[config.mk]
export PLATFORM = sky130hd
export DESIGN_NAME = quad_pclk_gen
export DESIGN_NICKNAME = d
export VERILOG_FILES = /design/src/rtl/qpc_pkg.sv /design/src/rtl/qpc_counter.sv /design/src/rtl/qpc_phase.sv /design/src/rtl/quad_pclk_gen.sv
export SDC_FILE = /design/constraint.sdc
export NUM_CORES = 1
export LEC_CHECK = 0
export BUFFER_PORTS_ARGS = -buffer_cell sky130_fd_sc_hd__buf_2
export CAP_MARGIN = 10
export CORE_AREA = 5 5 42 44
export DETAILED_ROUTE_END_ITERATION = 6
export DIE_AREA = 0 0 47 49
export PLACE_DENSITY_LB_ADDON = 0.05
export REMOVE_ABC_BUFFERS = 1
export SLEW_MARGIN = 20
export SYNTH_ARGS = -nofsm -noshare
export SYNTH_HDL_FRONTEND = slang
export SYNTH_SLANG_ARGS = --single-unit
[constraint.sdc]
create_clock -name clk -period 2.4 [get_ports clk]
set_input_delay 0.48 -clock clk [delete_from_list [all_inputs] [get_ports clk]]
set_output_delay 0.48 -clock clk [all_outputs]
set_load 0.005 [all_outputs]
[src/rtl/qpc_pkg.sv]
package qpc_pkg;

    localparam int NUM_PHASES = 4;
    localparam int CNT_W      = 2;
    localparam int LVL_W      = 2;
    localparam int PER_W      = 1 << CNT_W;

    typedef enum logic [LVL_W-1:0] {
        LVL_LOW  = 2'b00,
        LVL_RAMP = 2'b01,
        LVL_HIGH = 2'b10,
        LVL_BAD  = 2'b11
    } level_e;

    typedef enum logic [CNT_W-1:0] {
        PER_IDLE  = 2'd0,
        PER_EVAL  = 2'd1,
        PER_HOLD  = 2'd2,
        PER_RECOV = 2'd3
    } period_e;

    typedef struct packed {
        level_e           lvl;
        logic [PER_W-1:0] per;
    } phase_s;

    function automatic period_e period_of(input logic [CNT_W-1:0] c);
        return period_e'(c);
    endfunction

    function automatic level_e level_of(input period_e p);
        level_e l;
        case (p)
            PER_IDLE: l = LVL_LOW;
            PER_HOLD: l = LVL_HIGH;
            PER_EVAL,
            PER_RECOV: l = LVL_RAMP;
            default: l = LVL_BAD;
        endcase
        return l;
    endfunction

    function automatic logic [PER_W-1:0] onehot_of(input period_e p);
        logic [PER_W-1:0] v;
        v = '0;
        v[p] = 1'b1;
        return v;
    endfunction

endpackage

[src/rtl/qpc_counter.sv]
module qpc_counter
    import qpc_pkg::*;
(
    input  logic             clk,
    input  logic             rst,
    input  logic             en,
    output logic [CNT_W-1:0] cnt_o
);

    logic [CNT_W-1:0] cnt_q;

    always_ff @(posedge clk) begin
        if (rst) begin
            cnt_q <= '0;
        end else if (en) begin
            cnt_q <= cnt_q + 1'b1;
        end
    end

    assign cnt_o = cnt_q;

endmodule

[src/rtl/qpc_phase.sv]
module qpc_phase
    import qpc_pkg::*;
#(
    parameter int PH_IDX = 0
) (
    input  logic [CNT_W-1:0] cnt_i,
    output logic [LVL_W-1:0] lvl_o,
    output logic [PER_W-1:0] per_o
);

    localparam logic [CNT_W-1:0] OFFSET = CNT_W'(PH_IDX);

    logic [CNT_W-1:0] local_cnt;
    period_e          per_now;
    phase_s           ph;

    always_comb begin
        local_cnt = cnt_i + OFFSET;
        per_now   = period_of(local_cnt);
        ph.lvl    = level_of(per_now);
        ph.per    = onehot_of(per_now);
    end

    assign lvl_o = ph.lvl;
    assign per_o = ph.per;

endmodule

[src/rtl/quad_pclk_gen.sv]
module quad_pclk_gen
    import qpc_pkg::*;
#(
    parameter int NUM_PH = NUM_PHASES
) (
    input  logic                    clk,
    input  logic                    rst,
    input  logic                    en,
    output logic [NUM_PH*LVL_W-1:0] lvl_o,
    output logic [NUM_PH*PER_W-1:0] per_o
);

    logic [CNT_W-1:0] cnt;

    qpc_counter u_cnt (
        .clk   (clk),
        .rst   (rst),
        .en    (en),
        .cnt_o (cnt)
    );

    for (genvar g = 0; g < NUM_PH; g++) begin : g_phase
        qpc_phase #(.PH_IDX(g)) u_ph (
            .cnt_i (cnt),
            .lvl_o (lvl_o[g*LVL_W +: LVL_W]),
            .per_o (per_o[g*PER_W +: PER_W])
        );
    end

endmodule

Word-level counts from Yosys, hierarchy flattened
Index checks and enable logic that the tools add are counted. Widths: inputs -> output; s select.

Register bits: 2. Input port bits: 3. Logic and storage cells: 48.

$add $sub $neg: 3. $lt $le $gt $ge: 8. Eq/ne operators: 12. Mux-type cells: 12. Reductions and logical operators: 12.

Operators by type and width (count): $pmux 2 s3 (4); $eq 2x2->1 const B (8); $lt 2x3->1 const B (4); $demux 1 s2 (4); $eq 2x1->1 const B (4); $ge 2x1->1 const B (4); $logic_not 2->1 (4); $reduce_or 2->1 (4); $add 2x2->2 const B (2); $logic_and 1x1->1 (4); $mux 1 (4); $add 2x1->2 const B (1).

Depth between registers and ports, before layout
Gate-level depths: netlist of run 1.

Depth in word-level cells: 5. Mapped depth: 4. Mapped depth without buffers: 4.

Hierarchy
A second synthesis of run 1 with hierarchy kept.

Cell total of the unflattened synthesis: 31. Area, all modules: 229.0 µm².

Modules (own cells, without submodules): qpc_phase (times used 4, cells each 6, area an instance 37.5 µm²); qpc_counter (times used 1, cells each 7, area an instance 78.8 µm²).

Worst setup path before layout of run 1
Ideal clock, no wire load.

Path kind: register -> output. Start point: reg u_cnt.cnt_q[0], in the netlist u_cnt.cnt_o[0]. End point: out lvl_o[2]. Data arrival time: 1124 ps. Path slack: 796 ps. Stages on the path, launching flop included: 5. Path buffers: 0. Cells stage by stage: dfxtp_1 > inv_1 > ha_1 > or2_1 > nor2b_4.

Longest elaborated chain between the ends: 4. Elaborated cells on any way between the ends: 7. Those cells by class: 1 x add/sub; 3 x eq/ne; 1 x mux; 2 x reduce/logical.

Ends and longest elaborated chain: start: declaration (RTL line qpc_counter.sv:10) `logic [CNT_W-1:0] cnt_q;`; start signal: assignment (RTL line qpc_counter.sv:16) `cnt_q <= cnt_q + 1'b1;`; $add 2x1->2 (*) (RTL line qpc_phase.sv:18) `local_cnt = cnt_i + OFFSET;`; via g_phase[1].u_ph.local_cnt[0] (RTL line qpc_phase.sv:13) `logic [CNT_W-1:0] local_cnt;`; $eq 2x1->1 or $eq 2x2->1 (tied branches) (RTL line qpc_pkg.sv:33) `case (p)`; $reduce_or 2->1 (RTL line qpc_pkg.sv:33); $pmux 2 s3 (*) (RTL line qpc_pkg.sv:33); end: declaration (RTL line quad_pclk_gen.sv:9) `output logic [NUM_PH*LVL_W-1:0] lvl_o,`.

Mark *: on every way through the listed nets, which the timed path passes. The rest lies on a longest branch.

Worst setup path after layout of run 1
Same ends and word-level chain as after synthesis.

==> flow_summary.yaml, run 1 <==
outcome:
  status: "finished, final reports clean"
global_routing:
  grt_max_degree: 8
  grt_pass1_vias: 186
  grt_overflow: 0
  grt_use_total_pct: 5.407
  grt_pass1_wl_um: 855
  antenna_found_initial: 0
timing:
  max_freq_mhz: 507.9
  finalHoldViolations: 0
  period_needed_ps: 1969
  setup_viol: 0
  setup_tns_ps: 0
  fin_hold_ws_ps: 427.1
  finalMaxSlewViolations: 0
  relSlewSlack_pct: 82.32
  worst_pin_slew_ps: 265.2
  period_share_pct: 82.03
  finClkSkew_ps: 1.170
  rsz0062_at_grt: "false"
clock_network:
  clk_latency_ps: 220
  hold_buffers: 0
  postCtsResizedCells: 0
  cts_made_buffers: 3
  clk_pin_slew_ps: 30
  tritoncts: "done"
  cts_sinks: 2
  clockBufferDepth: 2
  root_buffer: "clkbuf_4"
  postCtsSetupBuffers: 0
  h-tree-depth: 1
critical_path:
  critPathRequiredTime_ps: 1920
  worstPathArrival_ps: 1490
  worst-setup-path-type: "reg2out"
  crit_path_end_kind: "primary output"
  cp-start-kind: "flip-flop"
  path_max_fanout: 7
die:
  io_pins: 27
  core_um2: 1401
  initial_core_util_pct: 20.45
  die-width_um: 47
  fp-row-count: 14
  die_h_um: 49
  die_area_um2: 2303
power:
  power_density_nw_per_um2: 585.9
  ir_worst_vdd_mv: 0.2206
  p_leak_nw: 0.2179
logic_synthesis:
  ys_seq_area_share_pct: 13.97
  synthTopCellsByArea: "buf_4 (42%), ha_1 (17%), dfxtp_1 (14%)"
  yosysWarnings: 0
  synth.largest_area_cell: "buf_4"
  synth_top_area_share_pct: 41.92
  synthCells: 32
  ys_seq_elements: 2
  synth_area_um2: 286.5
  synth.avg_cell_area_um2: 8.954
  synth_cell_types: 10
detailed_routing:
  drt_iter0_markers: 0
  wirelength_um: 594
  dr.pass1.iters: 1
  routedWlPerCell_um: 9.738
  postRouteAntennaNets: 0
  drt-vias-per-instance: 3.492
  vias: 213
  drc: 0
layout:
  syn_to_final_growth_pct: 18.34
  largest_register_ffs: 2
  final_cell_area_um2: 339.1
  final_nets: 54
  diodes: 0
  drive_gt1_share_pct: 71.11
placed_design:
  dpl_cell_area_um2: 316.6
  place_congestion: 0.6135
  place_hpwl_um: 527.8
  port_buffers: 26
hold_path:
  hp-class: "in2reg"
run:
  max-cap-violations: 0
==> logic make-up (layout without fill, tap and decap cells) <==
logic type / after synthesis / after routing / share of synthesized area (%)
flops: 2 / 2 / 13.97
fa+ha+maj: 4 / 4 / 17.47
xor+xnor: 1 / 1 / 3.057
simple gates: 6 / 6 / 17.47
buf+inv: 18 / 31 / 44.54
mux: 1 / 1 / 3.494
==> area by class of cell <==
type | instances | area, um2
flip-flops and latches | 2 | 40.04
fillers | 167 | 1062
inverters | 2 | 7.507
well taps | 16 | 20.02
multi-input cells | 12 | 118.9
clock buffers | 3 | 22.52
repair buffers | 26 | 130.1
==> path summary, 6_finish.rpt <==
kind | startpoint | end | slack [ps] | depth (start not counted)
setup / recovery | u_cnt.cnt_o[0]$_SDFFE_PP0P_ | lvl_o[2] | 430 | 5
hold / removal | rst | u_cnt.cnt_o[0]$_SDFFE_PP0P_ | 430 | 2
setup reg to reg | u_cnt.cnt_o[0]$_SDFFE_PP0P_ | u_cnt.cnt_o[1]$_SDFFE_PP0P_ | 1350 | 4
hold reg to reg | u_cnt.cnt_o[1]$_SDFFE_PP0P_ | u_cnt.cnt_o[1]$_SDFFE_PP0P_ | 560 | 2
==> worst max-delay path, stage by stage (launching register included) <==
cell and delay (ps):
dfxtp_1 380, inv_1 80, ha_1 280, or2_1 270, nor2b_4 120, buf_2 130
==> routing by layer <==
layer / share of wire [%] / vias to the layer above / GRT usage [%]
met3: 15 / 0 / 2.583
met1: 29 / 94 / 4.575
met2: 56 / 12 / 8.371
met5: 0 / - / 0
met4: 0 / 0 / 5.530
li1: - / 107 / -
==> placed cells by master, fill, tap and decap left out, drive strengths merged <==
cell type	count
buf	26
clkbuf	3
or2	2
nor2b	2
mux2i	1
ha	4
nor2	2
inv	2
xnor2	1
dfxtp	2
==> where the power goes <==
| part | leakage (nW) | switching, W | internal, W |
|---|---|---|---|
| Combinational | 0.188 | 0.0000389 | 0.0000468 |
| Clock | 0.0138 | 0.0000172 | 0.0000550 |
| Sequential | 0.0165 | 0.00000389 | 0.0000369 |
==> through the flow <==
stage / utilization, % / worst slack [ps] / total power, W / cells
finish: 24.20 / 431.3 / 0.0001987 / 61
global route: 24.20 / 326.3 / 0.0002180 / 61
CTS: 24.20 / 405.4 / 0.0002062 / 61
detailed placement: 22.59 / 642.7 / 0.0001302 / 58
global placement: 22.59 / 658.9 / 0.0001303 / 58
floorplan: - / 741.1 / 0.00008429 / 16
==> synth_stat cells <==
master and number:
inv_1 2, nor2_1 2, nor2b_4 2, ha_1 4, dfxtp_1 2, or2_4 1
or2_1 1, xnor2_1 1, buf_4 16, mux2i_1 1
(Power assumes the default switching activity.)
==> run 2, diff against run 1 <==
clock period = 1.8 ns   (was 2.4 ns; I/O delays follow)
==> run 2 against run 1 <==
Die area unchanged. First-iteration DRC count is the same. Hold slack lost 130 ps. Critical endpoint unchanged. Final area up 3.3%. Sequential power up 34%.
==> flow_summary.yaml, run 2 (synthesized netlist as in run 1, its figures left out) <==
layout:
  stdcell_count: 62
  fin_util_pct: 25.00
  final_common_cell: "buf_2"
  layout_common_cells: "buf_2 (26), ha_1 (3), clkbuf_4 (3)"
  final_nets: 55
  diodes: 0
  syn_to_final_growth_pct: 22.27
  drive_gt1_share_pct: 76.09
  largest_register_ffs: 2
critical_path:
  path_max_fanout: 6
  path_cells: "inv_1 > ha_1 > or2_1 > nor2b_4 > buf_2"
  cp_slowest_stage_delay_ps: 350
  crit_family: "flip-flops"
  critPathLaunch: "u_cnt.cnt_o[0]$_SDFFE_PP0P_"
  r2r_end: "u_cnt.cnt_o[1]$_SDFFE_PP0P_"
  r2r_slack_ps: 780
  worstPathArrival_ps: 1360
  worst-setup-path-type: "reg2out"
  critical_path.endpoint: "lvl_o[2]"
  reg2reg_from: "u_cnt.cnt_o[1]$_SDFFE_PP0P_"
  cp-start-kind: "flip-flop"
  ff2ff_path_depth: 4
  crit_path_end_kind: "primary output"
  critPathRequiredTime_ps: 1440
  slowest_stage: "dfxtp_2"
  worstSetupPathDepth: 5
  path_buf_inv: 2
clock_network:
  hold_buffers: 0
  root_buffer: "clkbuf_4"
  clk_latency_ps: 220
  h-tree-depth: 1
  clockBufferDepth: 2
  cts_made_buffers: 3
  postCtsSetupBuffers: 0
  clk_pin_slew_ps: 30
  cts_sinks: 2
  tritoncts: "done"
die:
  die-width_um: 47
  io_pins: 27
  core_um2: 1401
  die_h_um: 49
  fp-row-count: 14
  die_area_um2: 2303
  initial_core_util_pct: 20.45
power:
  ir_worst_vdd_mv: 0.2926
  power_density_nw_per_um2: 775.4
  p_leak_nw: 0.2215
global_routing:
  grt.met3_usage_pct: 3.690
  grt_pass1_wl_um: 876
  grt_use_total_pct: 5.485
  grt_pass1_vias: 198
  grt_max_degree: 8
  use_met2_pct: 8.824
  antenna_found_initial: 0
  grt_overflow: 0
  grt_util_met1_pct: 4.376
  gr-max-usage-layer: "met2"
timing:
  max_freq_mhz: 581.9
  finalMaxSlewViolations: 0
  relSlewSlack_pct: 81.99
  period_share_pct: 95.47
  period_needed_ps: 1718
  finClkSkew_ps: 2.453
  setup_viol: 0
  finalHoldViolations: 0
  worst_pin_slew_ps: 270.1
  setup_ws_ps: 81.50
outcome:
  status: "finished, final reports clean"
run:
  max-cap-violations: 0
detailed_routing:
  postRouteAntennaNets: 0
  routedWlPerCell_um: 9.823
  drc: 0
  drt-vias-per-instance: 3.452
  wirelength_um: 609
  dr.pass1.iters: 1
  vias: 214
  drt_iter0_markers: 0
placed_design:
  placed_cells: 59
  place_hpwl_um: 525.1
  port_buffers: 26
  place_congestion: 0.6397
  pre_cts_ws_ps: 248.8
hold_path:
  hp-class: "in2reg"
-- run 2: report_power, final --
part,switching (W),internal [W]
registers,0.00000505,0.0000497
clock network,0.0000243,0.0000734
logic,0.0000526,0.0000665
-- run 2: layer usage --
metal,vias to the layer above,routed length (um)
met4,0,0
met1,93,200
li1,109,-
met5,-,0
met3,0,73
met2,12,334
-- run 2: layout make-up --
class	instances	area, um2
Multi-Input combinational cell	12	121.4
Sequential cell	2	41.29
Fill cell	171	1051
Timing Repair Buffer	27	137.6
Inverter	2	7.507
Clock buffer	3	22.52
Tap cell	16	20.02
-- run 2: metrics by stage --
step | hold WS (ps) | setup TNS (ps) | cell area (um2) | total power, W
detailed placement | 536.6 | 0 | 324.1 | 0.0001767
global route | 285.5 | -6.333 | 350.3 | 0.0003009
finish | 299.1 | 0 | 350.3 | 0.0002716
CTS | 289.3 | 0 | 347.8 | 0.0002826
global placement | 532.2 | 0 | 324.1 | 0.0001788
floorplan | 432.4 | 0 | 166.4 | 0.0001124
-- run 2: timing repair --
action / in CTS / in global routing
endpoints found under the hold margin: 0 / 0
endpoints found under the setup margin: 1 / 1
pin swaps: 0 / 0
gates resized for setup: 1 / 1
-- run 2: worst min-delay path by stage --
stage / startpoint / end / cells after the start
6_report: rst / u_cnt.cnt_o[0]$_SDFFE_PP0P_ / 2
3_3_place_gp: rst / u_cnt.cnt_o[0]$_SDFFE_PP0P_ / 2
2_1_floorplan: rst / u_cnt.cnt_o[0]$_SDFFE_PP0P_ / 1
5_1_grt: rst / u_cnt.cnt_o[0]$_SDFFE_PP0P_ / 2
3_5_place_dp: rst / u_cnt.cnt_o[0]$_SDFFE_PP0P_ / 2
4_1_cts: rst / u_cnt.cnt_o[0]$_SDFFE_PP0P_ / 2
-- run 2: worst register-to-register path, cell delays in order, from the launching register on --
cell	delay, ps
dfxtp_1	360
inv_1	90
ha_1	280
mux2i_1	130
nor2_1	50
